$ cat src/rtl/sar_seq_pkg.sv
package sar_seq_pkg;

    // Phase of one conversion cycle
    typedef enum logic [1:0] {
        ST_IDLE = 2'd0,   // waiting for a start
        ST_CONV = 2'd1,   // counting serial clock falls, shifting bits
        ST_TAIL = 2'd2    // complete; LSB still on the line
    } seq_state_e;

endpackage

$ cat src/rtl/sar_pin_sync.sv
// Multi-bit level synchroniser: each pin passes through STAGES flops.
// STAGES must be 2 or more.
module sar_pin_sync #(
    parameter int             W       = 5,
    parameter int             STAGES  = 2,
    parameter logic [W-1:0]   RST_VAL = '0
) (
    input  logic         clk,
    input  logic         rst_n,
    input  logic [W-1:0] pin_i,
    output logic [W-1:0] level_o
);

    logic [STAGES-1:0] pipe_d [W];
    logic [STAGES-1:0] pipe_q [W];

    always_comb begin
        for (int i = 0; i < W; i++) begin
            pipe_d[i] = {pipe_q[i][STAGES-2:0], pin_i[i]};
        end
    end

    always_ff @(posedge clk or negedge rst_n) begin
        if (!rst_n) begin
            for (int i = 0; i < W; i++) begin
                pipe_q[i] <= {STAGES{RST_VAL[i]}};
            end
        end else begin
            for (int i = 0; i < W; i++) begin
                pipe_q[i] <= pipe_d[i];
            end
        end
    end

    for (genvar g = 0; g < W; g++) begin : g_level
        assign level_o[g] = pipe_q[g][STAGES-1];
    end

endmodule

$ cat src/rtl/sar_edge_pulse.sv
// One-cycle pulse on a chosen transition of a synchronised level.
module sar_edge_pulse #(
    parameter bit   RISING   = 1'b0,
    parameter logic IDLE_VAL = 1'b0
) (
    input  logic clk,
    input  logic rst_n,
    input  logic level_i,
    output logic pulse_o
);

    logic prev_d, prev_q;

    always_comb begin
        prev_d = level_i;
    end

    always_ff @(posedge clk or negedge rst_n) begin
        if (!rst_n) prev_q <= IDLE_VAL;
        else        prev_q <= prev_d;
    end

    if (RISING) begin : g_rise
        assign pulse_o = level_i & ~prev_q;
    end else begin : g_fall
        assign pulse_o = ~level_i & prev_q;
    end

endmodule

$ cat src/rtl/sar_sample_path.sv
// Configuration latch, channel select, mode coding and result shifter.
module sar_sample_path #(
    parameter int DATA_W = 8
) (
    input  logic              clk,
    input  logic              rst_n,
    input  logic              cfg_stb_i,
    input  logic              mode_lvl_i,
    input  logic              chan_lvl_i,
    input  logic              hold_stb_i,
    input  logic              shift_stb_i,
    input  logic [DATA_W-1:0] sample_a_i,
    input  logic [DATA_W-1:0] sample_b_i,
    output logic              msb_o
);

    localparam logic [DATA_W-1:0] SIGN_FLIP = {1'b1, {(DATA_W-1){1'b0}}};

    typedef struct packed {
        logic              mode;
        logic              chan;
        logic [DATA_W-1:0] word;
    } path_s;

    path_s path_d, path_q;
    logic [DATA_W-1:0] picked;

    always_comb begin
        path_d = path_q;
        picked = path_q.chan ? sample_b_i : sample_a_i;
        if (cfg_stb_i) begin
            path_d.mode = mode_lvl_i;
            path_d.chan = chan_lvl_i;
        end
        if (hold_stb_i) begin
            path_d.word = path_q.mode ? picked : (picked ^ SIGN_FLIP);
        end else if (shift_stb_i) begin
            path_d.word = {path_q.word[DATA_W-2:0], 1'b0};
        end
    end

    always_ff @(posedge clk or negedge rst_n) begin
        if (!rst_n) path_q <= '0;
        else        path_q <= path_d;
    end

    assign msb_o = path_q.word[DATA_W-1];


    word_stable_chk: assert property (@(posedge clk) disable iff (!rst_n)
        (!hold_stb_i && !shift_stb_i) |=> $stable(path_q.word));


    cfg_stable_chk: assert property (@(posedge clk) disable iff (!rst_n)
        !cfg_stb_i |=> ($stable(path_q.mode) && $stable(path_q.chan)));

endmodule

$ cat src/rtl/sar_conv_ctrl.sv
// Conversion phase sequencer: edge counting, strobes, output bit and done.
module sar_conv_ctrl
    import sar_seq_pkg::*;
#(
    parameter int DATA_W    = 8,
    parameter int HOLD_EDGE = 3
) (
    input  logic clk,
    input  logic rst_n,
    input  logic cs_fall_i,
    input  logic oe_n_lvl_i,
    input  logic sclk_rise_i,
    input  logic sclk_fall_i,
    input  logic msb_i,
    output logic cfg_stb_o,
    output logic hold_stb_o,
    output logic shift_stb_o,
    output logic dout_o,
    output logic done_o
);

    localparam int MSB_EDGE  = HOLD_EDGE + 1;
    localparam int LAST_EDGE = HOLD_EDGE + DATA_W;
    localparam int CNT_W     = $clog2(LAST_EDGE + 1);
    localparam logic [CNT_W-1:0] HOLD_C = CNT_W'(HOLD_EDGE);
    localparam logic [CNT_W-1:0] MSB_C  = CNT_W'(MSB_EDGE);
    localparam logic [CNT_W-1:0] LAST_C = CNT_W'(LAST_EDGE);

    typedef struct packed {
        seq_state_e       state;
        logic [CNT_W-1:0] cnt;
        logic             cfg_wait;
        logic             drive;
        logic             bit_v;
        logic             dout;
        logic             done;
    } ctrl_s;

    ctrl_s ctrl_d, ctrl_q;
    logic  start;

    always_comb begin
        ctrl_d      = ctrl_q;
        ctrl_d.done = 1'b0;
        cfg_stb_o   = 1'b0;
        hold_stb_o  = 1'b0;
        shift_stb_o = 1'b0;
        start       = cs_fall_i && !oe_n_lvl_i && (ctrl_q.state != ST_CONV);

        if (start) begin
            ctrl_d.state    = ST_CONV;
            ctrl_d.cnt      = '0;
            ctrl_d.cfg_wait = 1'b1;
            ctrl_d.drive    = 1'b0;
            ctrl_d.bit_v    = 1'b0;
        end else begin
            unique case (ctrl_q.state)
                ST_CONV: begin
                    if (sclk_rise_i && ctrl_q.cfg_wait) begin
                        cfg_stb_o       = 1'b1;
                        ctrl_d.cfg_wait = 1'b0;
                    end
                    if (sclk_fall_i) begin
                        ctrl_d.cnt = ctrl_q.cnt + 1'b1;
                        if (ctrl_d.cnt == HOLD_C) begin
                            hold_stb_o = 1'b1;
                        end
                        if (ctrl_d.cnt >= MSB_C) begin
                            ctrl_d.drive = 1'b1;
                            ctrl_d.bit_v = msb_i;
                            shift_stb_o  = 1'b1;
                        end
                        if (ctrl_d.cnt == LAST_C) begin
                            ctrl_d.done  = 1'b1;
                            ctrl_d.state = ST_TAIL;
                        end
                    end
                end
                ST_TAIL: begin
                    if (sclk_fall_i) begin
                        ctrl_d.state = ST_IDLE;
                        ctrl_d.drive = 1'b0;
                        ctrl_d.bit_v = 1'b0;
                    end
                end
                default: ;
            endcase
        end

        ctrl_d.dout = ctrl_d.drive && ctrl_d.bit_v && !oe_n_lvl_i;
    end

    always_ff @(posedge clk or negedge rst_n) begin
        if (!rst_n) begin
            ctrl_q       <= '0;
            ctrl_q.state <= ST_IDLE;
        end else begin
            ctrl_q <= ctrl_d;
        end
    end

    assign dout_o = ctrl_q.dout;
    assign done_o = ctrl_q.done;


    done_single_chk: assert property (@(posedge clk) disable iff (!rst_n)
        ctrl_q.done |=> !ctrl_q.done);


    done_tail_chk: assert property (@(posedge clk) disable iff (!rst_n)
        ctrl_q.done |-> (ctrl_q.state == ST_TAIL));


    oe_mask_chk: assert property (@(posedge clk) disable iff (!rst_n)
        oe_n_lvl_i |=> !ctrl_q.dout);


    dout_idle_chk: assert property (@(posedge clk) disable iff (!rst_n)
        (ctrl_q.state == ST_IDLE) |-> !ctrl_q.dout);


    cnt_hold_chk: assert property (@(posedge clk) disable iff (!rst_n)
        (ctrl_q.state == ST_CONV && !sclk_fall_i) |=> (ctrl_q.cnt == $past(ctrl_q.cnt)));

endmodule

$ cat src/rtl/sar_serial_seq.sv
// Top: pin synchronisation, edge detection, sequencer and sample path.
module sar_serial_seq #(
    parameter int DATA_W      = 8,
    parameter int SYNC_STAGES = 2,
    parameter int HOLD_EDGE   = 3
) (
    input  logic              clk,
    input  logic              rst_n,
    input  logic              cs_n_i,
    input  logic              oe_n_i,
    input  logic              sclk_i,
    input  logic              uni_i,
    input  logic              chan_i,
    input  logic [DATA_W-1:0] sample_a_i,
    input  logic [DATA_W-1:0] sample_b_i,
    output logic              dout_o,
    output logic              done_o
);

    // Pin vector order: 0 cs_n, 1 oe_n, 2 sclk, 3 mode, 4 channel
    localparam int               PIN_W    = 5;
    localparam logic [PIN_W-1:0] PIN_IDLE = 5'b00011;

    logic [PIN_W-1:0] pin_lvl;
    logic cs_fall, sclk_rise, sclk_fall;
    logic cfg_stb, hold_stb, shift_stb, msb;

    sar_pin_sync #(
        .W       (PIN_W),
        .STAGES  (SYNC_STAGES),
        .RST_VAL (PIN_IDLE)
    ) u_sync (
        .clk     (clk),
        .rst_n   (rst_n),
        .pin_i   ({chan_i, uni_i, sclk_i, oe_n_i, cs_n_i}),
        .level_o (pin_lvl)
    );

    sar_edge_pulse #(.RISING(1'b0), .IDLE_VAL(PIN_IDLE[0])) u_cs_fall (
        .clk (clk), .rst_n (rst_n), .level_i (pin_lvl[0]), .pulse_o (cs_fall)
    );

    sar_edge_pulse #(.RISING(1'b1), .IDLE_VAL(PIN_IDLE[2])) u_sclk_rise (
        .clk (clk), .rst_n (rst_n), .level_i (pin_lvl[2]), .pulse_o (sclk_rise)
    );

    sar_edge_pulse #(.RISING(1'b0), .IDLE_VAL(PIN_IDLE[2])) u_sclk_fall (
        .clk (clk), .rst_n (rst_n), .level_i (pin_lvl[2]), .pulse_o (sclk_fall)
    );

    sar_conv_ctrl #(
        .DATA_W    (DATA_W),
        .HOLD_EDGE (HOLD_EDGE)
    ) u_ctrl (
        .clk         (clk),
        .rst_n       (rst_n),
        .cs_fall_i   (cs_fall),
        .oe_n_lvl_i  (pin_lvl[1]),
        .sclk_rise_i (sclk_rise),
        .sclk_fall_i (sclk_fall),
        .msb_i       (msb),
        .cfg_stb_o   (cfg_stb),
        .hold_stb_o  (hold_stb),
        .shift_stb_o (shift_stb),
        .dout_o      (dout_o),
        .done_o      (done_o)
    );

    sar_sample_path #(
        .DATA_W (DATA_W)
    ) u_path (
        .clk         (clk),
        .rst_n       (rst_n),
        .cfg_stb_i   (cfg_stb),
        .mode_lvl_i  (pin_lvl[3]),
        .chan_lvl_i  (pin_lvl[4]),
        .hold_stb_i  (hold_stb),
        .shift_stb_i (shift_stb),
        .sample_a_i  (sample_a_i),
        .sample_b_i  (sample_b_i),
        .msb_o       (msb)
    );

endmodule

$ cat config.mk
export PLATFORM = sky130hd
export DESIGN_NAME = sar_serial_seq
export DESIGN_NICKNAME = d
export VERILOG_FILES = /design/src/rtl/sar_seq_pkg.sv /design/src/rtl/sar_pin_sync.sv /design/src/rtl/sar_edge_pulse.sv /design/src/rtl/sar_sample_path.sv /design/src/rtl/sar_conv_ctrl.sv /design/src/rtl/sar_serial_seq.sv
export SDC_FILE = /design/constraint.sdc
export NUM_CORES = 1
export LEC_CHECK = 0
export ABC_AREA = 1
export BUFFER_PORTS_ARGS = -buffer_cell sky130_fd_sc_hd__buf_2
export CAP_MARGIN = 20
export CORE_MARGIN = 2
export CORE_UTILIZATION = 49
export DETAILED_ROUTE_END_ITERATION = 12
export PLACE_DENSITY = 0.7
export SYNTH_ARGS = -nofsm -noshare
export SYNTH_HDL_FRONTEND = slang
export SYNTH_SLANG_ARGS = --single-unit
$ cat constraint.sdc
create_clock -name clk -period 1.72 [get_ports clk]
set_clock_uncertainty 0.15 [all_clocks]
set_input_delay 0.086 -clock clk [delete_from_list [all_inputs] [get_ports clk]]
set_output_delay 0.086 -clock clk [all_outputs]
set_load 0.01 [all_outputs]
==> results of run 1 <==
-- sequential cells by signal, indices dropped and copies added, names as in the netlist --
signal and cells:
u_ctrl.ctrl_q 9, u_path.path_q 9, u_sync.level_o 5, u_sync.pipe_d 5, u_cs_fall.prev_q 1, u_ctrl.done_o 1, u_ctrl.dout_o 1, u_path.msb_o 1
u_sclk_fall.prev_q 1
-- worst paths after layout --
kind | start | end | slack [ps] | cells after the start
worst max-delay path | u_ctrl.ctrl_q[5] | u_path.path_q[5] | -20 | 9
worst min-delay path | sample_b_i[7] | u_path.msb_o | 40 | 6
worst max register to register | u_ctrl.ctrl_q[5] | u_path.path_q[5] | -20 | 9
worst min register to register | u_sync.pipe_d[3] | u_sync.level_o[3] | 210 | 0
max in group asynchronous | rst_n | u_path.path_q[8] | 780 | 2
min in group asynchronous | rst_n | u_ctrl.dout_o | 140 | 2
-- critical path: cells and delay by family, from the launching register on --
family	cells	cell delay, ps
flip-flops	1	480
adder cells (fa/ha/maj)	1	180
buffers and inverters	2	230
AND/OR/NAND/NOR	6	630
-- metal layers --
| metal | track usage, % | wire length, µm | up-vias |
|---|---|---|---|
| li1 | - | - | 665 |
| met1 | 27.8 | 1460 | 671 |
| met2 | 36.8 | 2090 | 59 |
| met3 | 4.55 | 206 | 18 |
| met4 | 15.2 | 185 | 0 |
| met5 | 0 | 0 | - |
-- area by class of cell --
cell class	instances	area share [%]
Sequential cell	33	37.8
Multi-Input combinational cell	110	33.4
Timing Repair Buffer	52	17.7
Inverter	25	4.70
Tap cell	44	2.49
Clock inverter	3	2.10
Clock buffer	5	1.70
-- cells by family (layout without fill, tap and decap cells) --
group / after synthesis / after routing / share of synthesized area (%)
flip-flops: 33 / 33 / 53.6
AO/OA/AOI/OAI: 12 / 12 / 4.03
buffers and inverters: 26 / 85 / 6.37
multiplexers: 6 / 6 / 4.35
AND/OR/NAND/NOR: 87 / 87 / 27.9
XOR/XNOR: 1 / 1 / 0.564
adder cells (fa/ha/maj): 4 / 4 / 3.22
-- report_power, final --
| part | switching (µW) | internal (µW) |
|---|---|---|
| Sequential | 138 | 904 |
| Clock | 293 | 307 |
| Combinational | 428 | 380 |
-- metrics by stage --
step                utilization (%)  cells  setup TNS (ps)  area, µm²  worst slack (ps)
floorplan                         -    169               0       1550              95.0
global placement               57.9    240               0       1750              74.3
detailed placement             57.9    240               0       1750              9.75
CTS                            67.6    268               0       2050              3.45
global route                   72.9    272            -916       2210              -121
finish                         72.9    272           -23.8       2210             -23.8
-- timing repair --
item / CTS / global route
gates resized for setup: 2 / 32
buffers inserted: 0 / 4
endpoints found under the setup margin: 8 / 15
pin swaps: 1 / 8
endpoints found under the hold margin: 40 / 0
hold buffers: 20 / 0
-- placed cells by master, fill, tap and decap left out, drive strengths merged, types with 6 or more instances in the layout --
cell type | netlist | layout
dfrtp | 28 | 28
nand2 | 40 | 40
buf | 1 | 32
nand3 | 30 | 30
inv | 25 | 25
o21ai | 9 | 9
dlygate4sd3 | 0 | 20
mux2 | 6 | 6
nor2 | 12 | 12
==> results.txt, run 1 <==
- Wire length of the first global-routing pass: 5.78 mm
- The post-route netlist has 36.8% of its cells at a drive strength greater than 1.
- The core region is 3030 µm².
* Setup ws final: -23.8 ps
* Synthesized netlist cell count: 169
* Wire length reported by the detailed router: 3.94 mm
- The floorplan step set the die width to 60.3 µm.
- Height of the die: 60.3 µm
- Number of antenna violations at the first check in global routing: 0
- Upper clock frequency limit: 0.573 GHz
* Synthesis warning total: 0
* Sequential standard cell area: 836 µm²
- Clock Sinks: 33
* Async S/R FF share, synth: 100%
- Critical Path AT: 1890 ps
* Starting Density: 51.3%
- After layout, the worst path uses 101% of the clock period.
* Total via count in the routed design: 1,413
* Sort of element at the start of the critical path: flop
- Buffers inserted during clock tree synthesis total 5.
- Fill cells in the final layout number 215.
- Critical path class: reg2reg
- Setup violations remaining at the end of the flow were counted as 1.
- Final period demand of the worst path: 1740 ps
* Post-synthesis average cell area: 9.19 µm²
* Synthesized net count: 196
* Largest fanout on the critical path: 7
* Data required, critical path: 1870 ps
* Number of enable flip-flop cells after synthesis: 0
- Clock slew seen by the registers of the worst setup and hold paths: 110 ps
* Largest cells by area after synthesis: sky130_fd_sc_hd__dfrtp_1, sky130_fd_sc_hd__nand3_1, sky130_fd_sc_hd__nand2_1
* Minimum hold slack: 39.5 ps
* Largest net degree at the start of global routing: 34
- Slew headroom: 53.7%
* Overall fraction of global-route tracks in use: 23.0%
- Number of global-route vias before repair: 1,314
- Unrepaired setup endpoints after global routing: yes
- The number of pins exceeding their max-slew limit in the final report came to 0.
- Cells along the critical path: ha_4 > nand2_2 > nand2_4 > nor2_4 > inv_2 > nor2_8 > buf_6 > nand3_1 > nand3_1
- The repair_antennas step left the layout with diodes totalling 0.
* Primary flip-flop cell chosen by synthesis mapping: sky130_fd_sc_hd__dfrtp_1
- Maximum vdd ir drop: 0.000646 V
- Run status: complete, but fails checks
* Clock tree from TritonCTS: done
- Summing the sequential cell areas from Yosys gives 53.6% of the chip area.
- Core Rows: 20
* Final net count: 254
- The completed layout was analyzed and its total power is 2450 µW.
* Most used standard cells in the synthesized netlist: sky130_fd_sc_hd__nand2_1, sky130_fd_sc_hd__dfrtp_1, sky130_fd_sc_hd__nand3_1
- Static leakage: 0.00108 µW
- Area of the mapped netlist: 1550 µm²
- Compared with the post-synthesis result, the final layout area differs by 42.2%.
- Count of pins on the block boundary: 25
* Placed wire-length estimate after detailed placement: 2.14 mm
- In the final routed layout, each cell accounts on average for 14.5 µm.
- In the routed layout, each cell is associated on average with a via count of 5.19.
- Slew at the pin with the worst max-slew slack: 694 ps
- Most area-hungry cell type in the Yosys netlist: sky130_fd_sc_hd__dfrtp_1
- Max-cap violation count: 0
- Floorplan die area: 3630 µm²
* Worst path max stage delay: 480 ps
* Maximum root-to-sink buffer count: 2
* Failing checks: setup timing
- The multi-input combinational cells in the finished layout cover a total of 738 µm².
- The detailed router finished its first iteration with 169 violations.
* Number of hold violations in the final report: 0
* Number of nets with antenna violations after detailed routing: 0
- CTS placed an instance of sky130_fd_sc_hd__clkbuf_4 at the clock tree root.
- Residual overflow from global routing: 0
- Endpoint class of the critical path: flop
- In this run the power density over the cells is 1110 nW/µm².
- Number of levels in the clock H-tree: 2
- The clock reaches the later pin of the worst-skew pair after 350 ps.
* Cell with the most instances after synthesis: sky130_fd_sc_hd__nand2_1
* Port-buffer cells: 24
- In the routed design, unresolved DRC markers number 0.
- First-pass DRT Iterations: 4
- At the end of routability-driven placement, the weighted congestion stood at 0.905.
* Number of distinct library cells after synthesis: 23
* Slowest CP cell: sky130_fd_sc_hd__dfrtp_2
* Type of the worst min-delay path: in2reg
* Share of Yosys cell area claimed by the top area cell type: 45.1%
* Most prevalent standard cell on the critical path: sky130_fd_sc_hd__nand3_1
- Counting flops and latches in the post-synthesis netlist gives 33.
(Power assumes the default switching activity.)
==> inputs of run 2 (changes only) <==
ABC_AREA = 0   (was 1)
PLACE_DENSITY = 0.71   (was 0.7)
==> results.txt, run 2 <==
- Run status: complete, but fails checks
* Failing checks: setup timing
- Cell with the most instances after synthesis: sky130_fd_sc_hd__dfrtp_1
- Maximum root-to-sink buffer count: 2
- Starting Density: 50.5%
- The clock net in this run drives a total of 33 sinks.
- Max-cap violations in this run came to 0.
- By area the synthesized netlist is led by sky130_fd_sc_hd__dfrtp_1, sky130_fd_sc_hd__dfstp_2, sky130_fd_sc_hd__a221o_1.
* Primary flip-flop cell chosen by synthesis mapping: sky130_fd_sc_hd__dfrtp_1
- Data required, critical path: 1840 ps
* Slew at the pin with the worst max-slew slack: 695 ps
* Number of pins with negative max-slew slack in the final report: 0
- Final period demand of the worst path: 1850 ps
- Power, Total: 2620 µW
* Initial detailed-routing violation count: 36
* Largest delay contributor family on the critical path: compound AO/OA/AOI/OAI gates
* Async S/R FF share, synth: 100%
* Drt wl/cell: 14.5 µm
- Setup ws final: -131 ps
- Clock root buffer master: sky130_fd_sc_hd__clkbuf_4
- Yosys mapped a number of flops with a built-in enable equal to 0.
* Overall fraction of global-route tracks in use: 19.7%
- In the synthesized netlist, the number of instances is 129.
- The post-route netlist has 50.8% of its cells at a drive strength greater than 1.
* Port-buffer cells: 24
- Slew headroom: 53.7%
* Share of Yosys cell area claimed by the top area cell type: 46.2%
- Number of distinct library cells after synthesis: 39
- Largest registers ranked by flip-flop count: u_ctrl.ctrl_q x9, u_path.path_q x9
* Clock buffer count from CTS: 5
- The die covers 3560 µm².
* DRC Markers: 0
- Number of global-route vias before repair: 1,189
* First-pass DRT Iterations: 4
- Filler Cell Count: 210
- In this run the remaining antenna-violating nets after routing total 0.
* R2r setup slk: -130 ps
- Area of the mapped netlist: 1520 µm²
* Commonest non-fill, non-tap cell in the layout: sky130_fd_sc_hd__dfrtp_1
- Height of the die: 59.6 µm
* Upper clock frequency limit: 0.540 GHz
* Number of antenna violations at the first check in global routing: 0
- Compared with the post-synthesis result, the final layout area differs by 42.0%.
* Flip-flop and latch count after synthesis: 33
- The worst setup path is launched from a flop.
- STA classifies the critical path endpoint as a flop.
- In the layout the commonest cells are sky130_fd_sc_hd__dfrtp_1, sky130_fd_sc_hd__buf_2, sky130_fd_sc_hd__buf_4, sky130_fd_sc_hd__dlygate4sd3_1, sky130_fd_sc_hd__nand2_1.
- After floorplanning, the core was divided into 20 placement rows.
- The worst setup path is of the reg2reg kind.
- Number of levels in the clock H-tree: 2
* Post-synthesis average cell area: 11.8 µm²
* Largest net degree at the start of global routing: 34
- Measured along the x axis, the die boundary spans 59.6 µm.
* GPL Wtd Cong: 0.821
* Synthesized net count: 156
- The first global-routing pass estimated 5.15 mm of wire.
* Post-route core utilization: 71.7%
- Total via count in the routed design: 1,221
* Critical path buffers and inverters: 0
* Synthesis warning total: 0
- Number of antenna repair diodes: 0
- Count of pins on the block boundary: 25
- Residual overflow from global routing: 0
* Slowest CP cell: sky130_fd_sc_hd__dfrtp_1
* Inst Count DP: 200
* Final net count: 215
* Type of the worst min-delay path: in2reg
* Wire length reported by the detailed router: 3.21 mm
- Cells along the critical path: ha_4 > or3_1 > o31a_1 > a22oi_2 > a221o_1
- Clock latency on the worst-skew pair: 320 ps
- For this run, the number of standard cells in the final layout without fillers is 222.
* Standard cell core area: 3000 µm²
- Sequential cell area fraction in the yosys report: 54.9%
- The worst-case IR drop observed on VDD is 0.000635 V.
* Critical Path AT: 1970 ps
* Number of failing setup endpoints in the final timing report: 12
* Static leakage: 0.000973 µW
* Power per Cell Area: 1220 nW/µm²
* Clock tree from TritonCTS: done
* Most used standard cells in the synthesized netlist: sky130_fd_sc_hd__dfrtp_1, sky130_fd_sc_hd__nor3_1, sky130_fd_sc_hd__nand2_1
- On the worst path, the slowest cell contributes a delay of 440 ps.
- Of all nets on the critical path, the largest fanout is 7.
* Placed wire-length estimate after detailed placement: 2.20 mm
* Vias per Instance: 5.50
- In the finished design, the share of the clock period the worst path needs comes to 108%.
* Setup TNS: -1240 ps
* Most area-hungry cell type in the Yosys netlist: sky130_fd_sc_hd__dfrtp_1
- Clock slew seen by the registers of the worst setup and hold paths: 90 ps
- Unrepaired setup endpoints after global routing: yes
- The number of hold violations in the final report is 0.
run 2: cell count changes after synthesis, moves of 7 or more:
cell                      before  now
sky130_fd_sc_hd__a221o_1       0    7
sky130_fd_sc_hd__inv_1        21    3
sky130_fd_sc_hd__nand2_1      36    8
sky130_fd_sc_hd__mux2i_1       0    7
sky130_fd_sc_hd__nand3_1      28    4
sky130_fd_sc_hd__nor3_1        0    9
run 2: stage by stage:
step           instance area, µm²  hold slack (ps)  setup WS [ps]
2_1_floorplan                1570             -360           -311
3_3_place_gp                 1840             14.8          -97.9
3_5_place_dp                 1840             23.5           -150
4_1_cts                      2100             7.11           -141
5_1_grt                      2150             42.2           -219
6_report                     2150             12.7           -131
run 2: power by group:
group / switching [µW] / internal, µW
Clock: 231 / 201
Combinational: 432 / 619
Sequential: 177 / 960
run 2: cells by family (layout without fill, tap and decap cells):
group | Yosys count | after routing | share of synthesized area, %
AOI/OAI and AO/OA | 26 | 26 | 13.4
xor gates and xnor gates | 4 | 4 | 2.31
adders and majority gates | 4 | 4 | 3.30
buffers and inverters | 10 | 70 | 3.46
DFF | 33 | 33 | 54.9
muxes | 11 | 11 | 7.59
and+or+nand+nor | 41 | 41 | 15.0
run 2: final timing paths:
path                                     endpoint  depth (start not counted)             start
worst min-delay path             u_path.path_q[2]                          4     sample_a_i[2]
worst max register to register   u_path.path_q[4]                          5  u_ctrl.ctrl_q[5]
min in group asynchronous        u_ctrl.ctrl_q[6]                          2             rst_n
max in group asynchronous            u_path.msb_o                          2             rst_n
worst max-delay path             u_path.path_q[4]                          5  u_ctrl.ctrl_q[5]
worst min register to register  u_sync.level_o[4]                          0  u_sync.pipe_d[1]
run 2: repair_timing:
| action | CTS | global route |
|---|---|---|
| gates resized for setup | 19 | 9 |
| setup buffers | 2 | 3 |
| hold buffers | 9 | 0 |
| endpoints found under the setup margin | 12 | 19 |
| pin swaps | 12 | 6 |
| endpoints found under the hold margin | 35 | 0 |
run 2: routing by layer:
layer	wire (µm)	up-vias	global-route usage, %	share of wire [%]
met1	1480	607	24.4	46
li1	-	588	-	-
met5	0	-	0	0
met2	1570	21	32.7	49
met4	36	0	6.03	1.1
met3	117	5	6.33	3.6
run 2: tightest hold or removal path, cell delays in order:
cell	delay [ps]
sky130_fd_sc_hd__buf_2	70
sky130_fd_sc_hd__mux2i_1	70
sky130_fd_sc_hd__nor3_2	110
sky130_fd_sc_hd__a221o_1	120
run 2: layout make-up:
class / instances / area [µm²] / area share, %
Clock buffer: 8 / 58.8 / 2.73
Inverter: 3 / 11.3 / 0.523
Multi-Input combinational cell: 86 / 790 / 36.7
Sequential cell: 33 / 832 / 38.6
Tap cell: 33 / 41.3 / 1.92
Timing Repair Buffer: 59 / 420 / 19.5
